`src/rtl/cfc_pkg.sv`:
```
package cfc_pkg;

  typedef enum logic [1:0] {
    CS_OFF   = 2'd0,
    CS_ON    = 2'd1,
    CS_FLUSH = 2'd2
  } cache_state_e;

  localparam int REG_W = 32;

  // register select values
  localparam logic ADDR_CFG  = 1'b0;
  localparam logic ADDR_STAT = 1'b1;

  // configuration word bit positions
  localparam int CFG_DC_BIT = 0;
  localparam int CFG_IC_BIT = 1;

  // status word bit positions
  localparam int ST_DC_ACT = 0;
  localparam int ST_IC_ACT = 1;
  localparam int ST_DC_LCK = 2;
  localparam int ST_IC_LCK = 3;

  // true on the final line of a sweep
  function automatic logic sweep_last(input int idx, input int lines);
    return idx == lines - 1;
  endfunction

  // lock flag seen by software
  function automatic logic lock_seen(input logic lk, input logic fn_en);
    return lk & fn_en;
  endfunction

  function automatic logic [REG_W-1:0] pack_status(input logic ilk, input logic dlk,
                                                   input logic iact, input logic dact);
    logic [REG_W-1:0] w;
    w = '0;
    w[ST_IC_LCK] = ilk;
    w[ST_DC_LCK] = dlk;
    w[ST_IC_ACT] = iact;
    w[ST_DC_ACT] = dact;
    return w;
  endfunction

  function automatic logic [REG_W-1:0] pack_cfg(input logic ien, input logic den);
    logic [REG_W-1:0] w;
    w = '0;
    w[CFG_IC_BIT] = ien;
    w[CFG_DC_BIT] = den;
    return w;
  endfunction

endpackage

```
`src/rtl/cfc_flush_engine.sv`:
```
module cfc_flush_engine
  import cfc_pkg::*;
#(
  parameter int LINES = 16,
  parameter int IDX_W = $clog2(LINES)
) (
  input  logic             clk,
  input  logic             rst_n,
  input  logic             req_on_i,
  input  logic             req_off_i,
  output logic             on_o,
  output logic             active_o,
  output logic             clr_o,
  output logic [IDX_W-1:0] clr_idx_o,
  output logic             sweep_done_o,
  output logic             on_refused_o
);

  cache_state_e     st_q, st_d;
  logic [IDX_W-1:0] idx_q, idx_d;
  logic             last;

  assign last = sweep_last(int'(idx_q), LINES);

  always_comb begin
    st_d  = st_q;
    idx_d = idx_q;
    unique case (st_q)
      CS_OFF: if (req_on_i) st_d = CS_ON;
      CS_ON: begin
        if (req_off_i) begin
          st_d  = CS_FLUSH;
          idx_d = '0;
        end
      end
      CS_FLUSH: begin
        if (last) begin
          st_d  = CS_OFF;
          idx_d = '0;
        end else begin
          idx_d = idx_q + 1'b1;
        end
      end
      default: st_d = CS_OFF;
    endcase
  end

  always_ff @(posedge clk) begin
    if (!rst_n) begin
      st_q  <= CS_OFF;
      idx_q <= '0;
    end else begin
      st_q  <= st_d;
      idx_q <= idx_d;
    end
  end

  assign on_o         = (st_q == CS_ON);
  assign active_o     = (st_q != CS_OFF);
  assign clr_o        = (st_q == CS_FLUSH);
  assign clr_idx_o    = idx_q;
  assign sweep_done_o = clr_o & last;
  assign on_refused_o = clr_o & req_on_i;

endmodule

```
`src/rtl/cfc_regport.sv`:
```
module cfc_regport
  import cfc_pkg::*;
(
  input  logic             wr_i,
  input  logic             addr_i,
  input  logic [REG_W-1:0] wdata_i,
  input  logic             ic_on_i,
  input  logic             dc_on_i,
  input  logic             ic_act_i,
  input  logic             dc_act_i,
  input  logic             ic_lk_i,
  input  logic             dc_lk_i,
  input  logic             lk_en_i,
  output logic [REG_W-1:0] rdata_o,
  output logic             ic_on_req_o,
  output logic             ic_off_req_o,
  output logic             dc_on_req_o,
  output logic             dc_off_req_o
);

  logic cfg_hit;
  logic unused_wdata;

  assign cfg_hit = wr_i && (addr_i == ADDR_CFG);

  assign ic_on_req_o  = cfg_hit &&  wdata_i[CFG_IC_BIT];
  assign ic_off_req_o = cfg_hit && !wdata_i[CFG_IC_BIT];
  assign dc_on_req_o  = cfg_hit &&  wdata_i[CFG_DC_BIT];
  assign dc_off_req_o = cfg_hit && !wdata_i[CFG_DC_BIT];

  assign rdata_o = (addr_i == ADDR_STAT)
                 ? pack_status(lock_seen(ic_lk_i, lk_en_i), lock_seen(dc_lk_i, lk_en_i),
                               ic_act_i, dc_act_i)
                 : pack_cfg(ic_on_i, dc_on_i);

  assign unused_wdata = ^wdata_i[REG_W-1:2];

endmodule

```
`src/rtl/cfc_ctrl.sv`:
```
module cfc_ctrl
  import cfc_pkg::*;
#(
  parameter  int IC_LINES = 16,
  parameter  int DC_LINES = 8,
  localparam int IC_IDX_W = $clog2(IC_LINES),
  localparam int DC_IDX_W = $clog2(DC_LINES)
) (
  input  logic                clk,
  input  logic                rst_n,
  input  logic                cfg_wr_i,
  input  logic                cfg_addr_i,
  input  logic [REG_W-1:0]    cfg_wdata_i,
  output logic [REG_W-1:0]    cfg_rdata_o,
  input  logic                lock_fn_en_i,
  input  logic                ic_lock_i,
  input  logic                dc_lock_i,
  output logic                ic_allow_o,
  output logic                dc_allow_o,
  output logic                ic_vclr_o,
  output logic [IC_IDX_W-1:0] ic_vclr_idx_o,
  output logic                dc_vclr_o,
  output logic [DC_IDX_W-1:0] dc_vclr_idx_o
);

  // named internal events, visible to the bound checker
  logic ic_req_on, ic_req_off, dc_req_on, dc_req_off;
  logic ic_on, dc_on, ic_act, dc_act;
  logic ic_done, dc_done, ic_refused, dc_refused;

  cfc_regport u_regs (
    .wr_i        (cfg_wr_i),
    .addr_i      (cfg_addr_i),
    .wdata_i     (cfg_wdata_i),
    .ic_on_i     (ic_on),
    .dc_on_i     (dc_on),
    .ic_act_i    (ic_act),
    .dc_act_i    (dc_act),
    .ic_lk_i     (ic_lock_i),
    .dc_lk_i     (dc_lock_i),
    .lk_en_i     (lock_fn_en_i),
    .rdata_o     (cfg_rdata_o),
    .ic_on_req_o (ic_req_on),
    .ic_off_req_o(ic_req_off),
    .dc_on_req_o (dc_req_on),
    .dc_off_req_o(dc_req_off)
  );

  cfc_flush_engine #(.LINES(IC_LINES), .IDX_W(IC_IDX_W)) u_ic (
    .clk         (clk),
    .rst_n       (rst_n),
    .req_on_i    (ic_req_on),
    .req_off_i   (ic_req_off),
    .on_o        (ic_on),
    .active_o    (ic_act),
    .clr_o       (ic_vclr_o),
    .clr_idx_o   (ic_vclr_idx_o),
    .sweep_done_o(ic_done),
    .on_refused_o(ic_refused)
  );

  cfc_flush_engine #(.LINES(DC_LINES), .IDX_W(DC_IDX_W)) u_dc (
    .clk         (clk),
    .rst_n       (rst_n),
    .req_on_i    (dc_req_on),
    .req_off_i   (dc_req_off),
    .on_o        (dc_on),
    .active_o    (dc_act),
    .clr_o       (dc_vclr_o),
    .clr_idx_o   (dc_vclr_idx_o),
    .sweep_done_o(dc_done),
    .on_refused_o(dc_refused)
  );

  assign ic_allow_o = ic_on;
  assign dc_allow_o = dc_on;

endmodule

```
`config.mk`:
```
export PLATFORM = sky130hd
export DESIGN_NAME = cfc_ctrl
export DESIGN_NICKNAME = d
export VERILOG_FILES = /design/src/rtl/cfc_pkg.sv /design/src/rtl/cfc_flush_engine.sv /design/src/rtl/cfc_regport.sv /design/src/rtl/cfc_ctrl.sv
export SDC_FILE = /design/constraint.sdc
export NUM_CORES = 1
export LEC_CHECK = 0
export CAP_MARGIN = 20
export CORE_MARGIN = 2
export CORE_UTILIZATION = 29
export CTS_CLUSTER_DIAMETER = 40
export CTS_CLUSTER_SIZE = 8
export DETAILED_ROUTE_END_ITERATION = 12
export GPL_TIMING_DRIVEN = 1
export PLACE_DENSITY = 0.85
export SYNTH_ARGS = -nofsm -noshare
export SYNTH_HDL_FRONTEND = slang
export SYNTH_SLANG_ARGS = --single-unit
```
`constraint.sdc`:
```
create_clock -name clk -period 1.7 [get_ports clk]
set_input_delay 0.34 -clock clk [delete_from_list [all_inputs] [get_ports clk]]
set_output_delay 0.34 -clock clk [all_outputs]
set_load 0.005 [all_outputs]
```
# --- After elaboration in Yosys (flattened, before gate mapping) ---
# Index checks and enable logic that the tools add are counted.
totals:
  reg_bits: 11
  out_inout_bits: 43
  elab_cells: 53
  inputBits: 39
classes:
  reduce_logical: 17
  mux: 15
  n_bitwise: 3
  addsub: 2
  eq_ne: 12
op_table:
  columns: ["operator", "count"]
  rows:
  - ["2-bit 2-to-1 mux", 6]
  - ["4-bit 2-to-1 mux", 3]
  - ["2-bit case mux with 3 select lines", 2]
  - ["2-bit inequality test (second input constant)", 4]
  - ["4-bit case mux with 2 select lines", 1]
  - ["2-bit nonzero test", 4]
  - ["3-bit 2-to-1 mux", 2]
  - ["3-bit case mux with 2 select lines", 1]
  - ["3-bit AND reduction", 2]
  - ["1-bit logical AND", 5]
  - ["4-bit by 1-bit adder with 4-bit output (second input constant)", 1]
  - ["2-bit by 1-bit equality test with 1-bit output (second input constant)", 2]
  - ["2-bit equality test (second input constant)", 2]
  - ["4-bit by 1-bit equality test with 1-bit output (second input constant)", 1]
  - ["2-bit logical NOT", 2]
  - ["2-bit by 1-bit inequality test with 1-bit output (second input constant)", 2]
  - ["2-bit AND reduction", 2]
  - ["3-bit by 1-bit adder with 3-bit output (second input constant)", 1]
  - ["3-bit by 1-bit equality test with 1-bit output (second input constant)", 1]
  - ["1-bit bitwise AND", 2]
  - ["1-bit logical NOT", 2]
  - ["1-bit inverter", 1]

# --- Depth between registers and ports, before layout ---
# Gate-level depths: netlist of run 1.
logic_depth:
  word_depth: 5
  ltp_mapped: 4
  ltp_nobuf: 4

# --- Hierarchy ---
# A second synthesis of run 1 with hierarchy kept.
unflattened:
  hier_cells: 105
  hier_area_um2: 863.3
modules_own_cells:
  columns: ["mod", "seq_area_each_um2", "cells_each", "area_each_um2", "instances"]
  rows:
  - ["cfc_flush_engine at u_ic", 120.1, 35, 304.0, 1]
  - ["cfc_regport", 0.0, 37, 286.5, 1]
  - ["cfc_flush_engine at u_dc", 100.1, 33, 272.8, 1]

# --- Worst setup path before layout of run 1 ---
# No wires, ideal clock.
synth_timing:
  path_type: "in2reg"
  start: "input port cfg_addr_i"
  end: "register u_ic.idx_q[3] (netlist: u_ic.clr_idx_o[3])"
  setup_ns: 0.120
  path_slack_ns: 0.443
  n_path_buf: 0
  arrival_time_ns: 1.138
  required_time_ns: 1.580
  path_stages: 3
  path_cell_list: "nand2b_2 o311a_4 a211o_1"
synth_between:
  elab_chain_len: 5
synth_rtl:
  columns: ["item", "line_no", "source"]
  rows:
  - ["start: declaration", "cfc_ctrl.sv:12", "input logic cfg_addr_i,"]
  - ["1-bit inverter", "cfc_regport.sv:24", "assign cfg_hit = wr_i && (addr_i == ADDR_CFG);"]
  - ["1-bit logical AND", "cfc_regport.sv:24", null]
  - ["1-bit logical AND", "cfc_regport.sv:27", "assign ic_off_req_o = cfg_hit && !wdata_i[CFG_IC_BIT];"]
  - ["2-bit inequality test (no source line)", null, null]
  - ["2-bit AND reduction (no source line)", null, null]
  - ["end signal: assignment", "cfc_flush_engine.sv:54", "idx_q <= idx_d;"]
  - ["end: declaration", "cfc_flush_engine.sv:20", "logic [IDX_W-1:0] idx_q, idx_d;"]
# Every way passes these cells.
# A chain may end at the register's enable or synchronous reset.

# --- Worst setup path after layout of run 1 ---
layout_timing:
  start: "register u_ic.idx_q[2] (netlist: u_ic.clr_idx_o[2])"
  end: "output port ic_vclr_idx_o[2]"
layout_lines:
  columns: ["item", "line_no", "source"]
  rows:
  - ["end: declaration", "cfc_ctrl.sv:21", "output logic [IC_IDX_W-1:0] ic_vclr_idx_o,"]
# No word-level cell between the ends.

==> impl_metrics.csv, run 1 <==
group,metric,value,unit
outcome,status,"completed",
layout,multi_input_area,495,sq um
cts,cts_made_buffers,3,
timing,setup_violations,0,
setup_path,crit_buf_inv,1,
synthesis,yosysSeqAreaShare,0.266,
setup_path,cpPeakStageDelay,0.56,ns
place,place_area,1020,sq um
setup_path,critPathTopFamily,"buffers and inverters",
global_route,grt_use_met1,0.127,
timing,finalClockSkew,0.000254,ns
global_route,grt-busiest-layer,"met2",
layout,fillers,276,
synthesis,synth.distinct_cells,37,
setup_path,path_class,"flop to primary output",
place,place_inst,149,
synthesis,synthFlopType,"dfxtp_1",
die,die_x,57.4,um
layout,final_common_cell,"conb_1",
synthesis,synth_area_per_cell,9.00,sq um
route,vias,705,
global_route,grtUsageMet3,0.0249,
timing,drv_slew,0,
layout,antenna_cells,0,
route,totalWireLength,1.75,mm
cts,clk-insertion-delay-late,0.26,ns
route,drtIter0Drc,25,
layout,area_growth,32.5,%
route,viasPerCell,4.49,
cts,cts_tree,"yes",
global_route,grt_pass1_wl,2.75,mm
layout,design_area,1100,sq um
timing,finalHoldViolCount,0,
setup_path,critPathRequiredTime,1.36,ns
setup_path,cp.arrival,1.29,ns
die,start_util,0.303,
layout,stdcell_count,157,
timing,final.min_clock_period,1.63,ns
global_route,met2_usage,0.180,
synthesis,syn_inst,92,
synthesis,synthArstFlopShare,0,
global_route,grt_max_degree,10,
global_route,grt.overflow.total,0,
power,power.leakage,0.575,nW
timing,fin_crit_sh,0.961,
setup_path,crit_path_top_delay_cell,"clkdlybuf4s50_1",
die,io_pins,82,
route,first_pass_iters,4,
synthesis,ys_seq_elements,11,
place,place_congestion,0.696,
power,power_density,489,nW/um^2
cts,cts_buffer_depth,2,
layout,final_cell_mix,"28 x conb_1, 15 x clkdlybuf4s50_1, 9 x buf_4",
layout,drive_above_1_share,0.190,
hold_path,holdCritPathClass,"flop to flop",
place,hpwlAfterDp,1.38,mm
cts,htree_num_levels,1,
layout,seq_area,230,sq um
synthesis,syn_area,828,sq um
die,rows,19,
synthesis,synth_warnings,0,
setup_path,worstPathCellList,"clkdlybuf4s50_1",
die,core,2730,sq um
synthesis,synth_edf_count,0,
global_route,grt_pass1_vias,620,
route,drcViolationCount,0,
setup_path,worst_setup_path_start_kind,"flop",
die,die_area,3300,sq um
cts,cts_sinks,11,
synthesis,synthTopCellsByArea,"dfxtp_1 27%, buf_4 25%, ha_1 4.5%",
setup_path,worstPathMaxFanout,8,
synthesis,yosys.area.top_type,"dfxtp_1",
job,max_cap_violations,0,
global_route,track_usage,0.105,
place,place.port_buffers,23,
route,wl_per_cell,11.1,um
setup_path,end_kind,"primary output",
power,vdd_drop_max,228,uV
layout,final_nets,169,
timing,timing.fmax,612,MHz
synthesis,synthDominantCellAreaShare,0.266,
timing,rsz0062_at_grt,"false",
route,ant_nets,0,
cts,clk_pin_slew,0.07,ns
die,die_y,57.4,um
cts,cts_root_buf,"clkbuf_4",
layout,utilization,0.401,
global_route,antenna_found_initial,0,
[layout make-up]
cell class,count,area share
multi-input combinational,75,0.452
timing repair buffer,32,0.266
sequential,11,0.210
tap,31,0.0353
clock buffer,4,0.0239
inverter,4,0.0137
[sequential cells by signal, indices dropped and copies added, names as in the netlist]
name            flops
u_dc.clr_idx_o      3
u_dc.st_q           2
u_ic.clr_idx_o      4
u_ic.st_q           2
[where the power goes]
group	switching, mW	internal [mW]	leakage (nW)
logic	0.0463	0.0519	0.469
registers	0.00295	0.259	0.0913
clock network	0.0853	0.0906	0.0150
[what timing repair did]
item | 4_1_cts | 5_1_grt
setup buffers | 3 | 1
hold buffers | 0 | 0
resized for setup | 15 | 2
setup endpoints to repair | 8 | 1
pin swaps | 0 | 0
[stage by stage]
stage | hold WS [ns] | total power, mW | setup slack [ns] | setup TNS (ns)
5_1_grt | 0.500 | 0.556 | 0.0307 | 0
3_5_place_dp | 0.503 | 0.363 | -0.220 | -1.22
3_3_place_gp | 0.488 | 0.360 | -0.217 | -1.10
4_1_cts | 0.518 | 0.535 | 0.0123 | 0
6_report | 0.488 | 0.536 | 0.0655 | 0
2_1_floorplan | 0.459 | 0.359 | 0.443 | 0
[cells by family after synthesis]
kind of cell / count (synthesis) / synth area share
other: 1 / 0.00453
DFF: 11 / 0.266
adders and majority gates: 3 / 0.0453
buffers and inverters: 33 / 0.276
AOI/OAI and AO/OA: 18 / 0.190
muxes: 2 / 0.0242
and+or+nand+nor: 24 / 0.193
[path summary, 6_finish.rpt]
kind | from | to | slack, ns | depth (start not counted)
hold / removal | u_dc.st_q[1] | u_dc.st_q[0] | 0.49 | 1
setup / recovery | u_ic.clr_idx_o[2] | ic_vclr_idx_o[2] | 0.07 | 1
setup reg to reg | u_ic.st_q[1] | u_ic.clr_idx_o[3] | 0.30 | 4
hold reg to reg | u_dc.st_q[1] | u_dc.st_q[0] | 0.49 | 1
[synth_stat cells, types with 2 or more instances]
library cell / number
inv_1: 4
nor3_1: 2
dfxtp_1: 11
mux2i_1: 2
ha_1: 3
buf_4: 28
a21boi_0: 3
and3_1: 2
nor3b_1: 2
a21o_1: 2
o211ai_1: 3
nand2_1: 5
[worst register-to-register path, stage by stage (launching register included)]
cell	delay, ns
dfxtp_2	0.33
buf_4	0.15
nand2b_4	0.15
o311a_4	0.37
a211o_1	0.30
[per-layer routing]
layer,vias to the layer above,part of all wire
met5,-,0
met4,0,0.010
met3,2,0.10
met2,44,0.50
met1,324,0.39
li1,335,-
Note: power is estimated with default switching activity, not from simulation.
==> run 2, diff against run 1 <==
Clock period 1.7 ns to 1.59 ns, I/O delays scaled along.
==> run 2 against run 1 <==
Sequential cell count unchanged. Wire length down 3.3%. Critical endpoint is now ic_vclr_idx_o[0]. Combinational power up 4%. Hold slack about the same. Clock power up 10%. Critical path depth unchanged. First-iteration DRC count down 36%. Utilization down 0.091 points. Count of clock-buffer cells in the layout unchanged. Die area unchanged. Highest routed layer unchanged. Non-clock buffer count unchanged.
==> impl_metrics.csv, run 2 (same netlist as run 1, synthesis figures left out) <==
group,metric,value,unit
timing,drv_slew,0,
place,place.port_buffers,23,
global_route,grt_pass1_vias,616,
setup_path,cpPeakStageDelay,0.53,ns
setup_path,crit_path_top_delay_cell,"clkdlybuf4s50_1",
power,switching_share,0.257,
hold_path,hold_depth,1,
global_route,grt_pass1_wl,2.69,mm
place,place_congestion,0.715,
route,totalWireLength,1.69,mm
power,power.switching,0.148,mW
setup_path,r2r-start,"u_ic.st_q[1]",
global_route,grt-busiest-layer,"met2",
route,first_pass_iters,4,
place,hpwlAfterDp,1.33,mm
setup_path,critPathTopFamily,"buffers and inverters",
timing,timing.fmax,656,MHz
global_route,met2_usage,0.183,
setup_path,cp.arrival,1.21,ns
setup_path,crit_buf_inv,1,
layout,fillers,270,
cts,clk-insertion-delay-late,0.27,ns
power,vdd_drop_max,338,uV
timing,setup_violations,0,
timing,finalHoldViolCount,0,
route,drcViolationCount,0,
cts,cts_root_buf,"clkbuf_4",
power,p_seq_frac,0.486,
die,rows,19,
layout,area_growth,32.2,%
hold_path,hold_path_end,"u_dc.st_q[0]",
hold_path,hold_start,"u_dc.st_q[1]",
layout,multi_input_area,495,sq um
global_route,grt.overflow.total,0,
global_route,grt_use_met1,0.119,
timing,fin_crit_sh,0.959,
cts,cts_tree,"yes",
timing,final.setup.tns,0,ns
die,die_area,3300,sq um
die,io_pins,82,
setup_path,reg2regPathDepth,4,
layout,drive_above_1_share,0.214,
cts,cts_sinks,11,
cts,htree_num_levels,1,
timing,finalClockSkew,0.000468,ns
layout,final_nets,169,
layout,seq_area,233,sq um
outcome,status,"completed",
setup_path,critPathRequiredTime,1.27,ns
power,p_int,0.428,mW
die,core,2730,sq um
cts,clk_pin_slew,0.07,ns
power,comb_power_share,0.177,
die,start_util,0.303,
die,die_x,57.4,um
layout,antenna_cells,0,
setup_path,path_class,"flop to primary output",
setup_path,end_kind,"primary output",
die,die_y,57.4,um
setup_path,worstPathCellList,"clkdlybuf4s50_1",
cts,hold_buffers,0,
timing,rsz0062_at_grt,"false",
layout,largest_register_ffs,4,
hold_path,holdCritPathClass,"flop to flop",
cts,cts_buffer_depth,2,
route,vias,696,
setup_path,reg2reg_to,"u_ic.clr_idx_o[3]",
layout,final_cell_mix,"28 x conb_1, 14 x clkdlybuf4s50_1, 9 x dlygate4sd2_1, 9 x buf_4",
route,ant_nets,0,
setup_path,r2r_setup_slack,0.21,ns
job,max_cap_violations,0,
route,viasPerCell,4.43,
power,total_power,0.577,mW
global_route,antenna_found_initial,0,
route,drtIter0Drc,16,
power,power.leakage,0.565,nW
global_route,grtUsageMet3,0.0249,
setup_path,worst_setup_path_start_kind,"flop",
cts,cts_made_buffers,3,
power,power_density,527,nW/um^2
timing,final.min_clock_period,1.52,ns
route,wl_per_cell,10.8,um
layout,final_common_cell,"conb_1",
power,clockPowerShare,0.337,
global_route,track_usage,0.108,
global_route,grt_max_degree,10,
setup_path,worstPathMaxFanout,5,
## run 2: metrics by stage
stage / hold slack [ns] / instances / setup WS, ns / area (sq um) / utilization
floorplan: 0.459 / 119 / 0.350 / 930 / -
global placement: 0.488 / 149 / -0.282 / 1020 / 0.374
detailed placement: 0.499 / 149 / -0.288 / 1020 / 0.374
CTS: 0.488 / 157 / 0.0407 / 1090 / 0.400
global route: 0.513 / 157 / 0.0233 / 1090 / 0.400
finish: 0.489 / 157 / 0.0653 / 1090 / 0.400
## run 2: cell type report
| cell class | count | share of cell area |
|---|---|---|
| multi-input combinational | 75 | 0.453 |
| tap | 31 | 0.0354 |
| timing repair buffer | 32 | 0.262 |
| inverter | 4 | 0.0137 |
| clock buffer | 4 | 0.0240 |
| sequential | 11 | 0.213 |
## run 2: worst max-delay path by stage
stage | startpoint | end | depth (start not counted)
after floorplan | u_ic.st_q[1] | u_ic.clr_idx_o[3] | 3
final | u_ic.clr_idx_o[0] | ic_vclr_idx_o[0] | 1
after CTS | u_ic.clr_idx_o[3] | ic_vclr_idx_o[3] | 1
after detailed placement | cfg_addr_i | cfg_rdata_o[3] | 3
after global placement | cfg_addr_i | cfg_rdata_o[3] | 3
after global routing | u_ic.st_q[1] | cfg_rdata_o[1] | 4
## run 2: timing repair
action / CTS / global route
setup buffers: 4 / 0
pin swaps: 0 / 0
gates cloned: 0 / 0
setup endpoints to repair: 9 / 1
gates resized for setup: 21 / 1
## run 2: power by group through the flow
stage | logic, mW | clock network (mW) | registers [mW]
final | 0.102 | 0.194 | 0.280
after global routing | 0.113 | 0.203 | 0.281
after CTS | 0.101 | 0.198 | 0.280
after detailed placement | 0.0976 | 0 | 0.290
after global placement | 0.0951 | 0 | 0.290
after floorplan | 0.0939 | 0 | 0.289
## run 2: metal layers
layer / vias up / wire length, um
met5: - / 0
met4: 0 / 44
met3: 4 / 148
met2: 30 / 856
met1: 324 / 642
li1: 338 / -
==> run 3, diff against run 2 <==
Settings changed: GPL_ROUTABILITY_DRIVEN from default to 0.
==> results of run 3 <==
The final DEF is identical to that of run 2; final timing and power are the same.
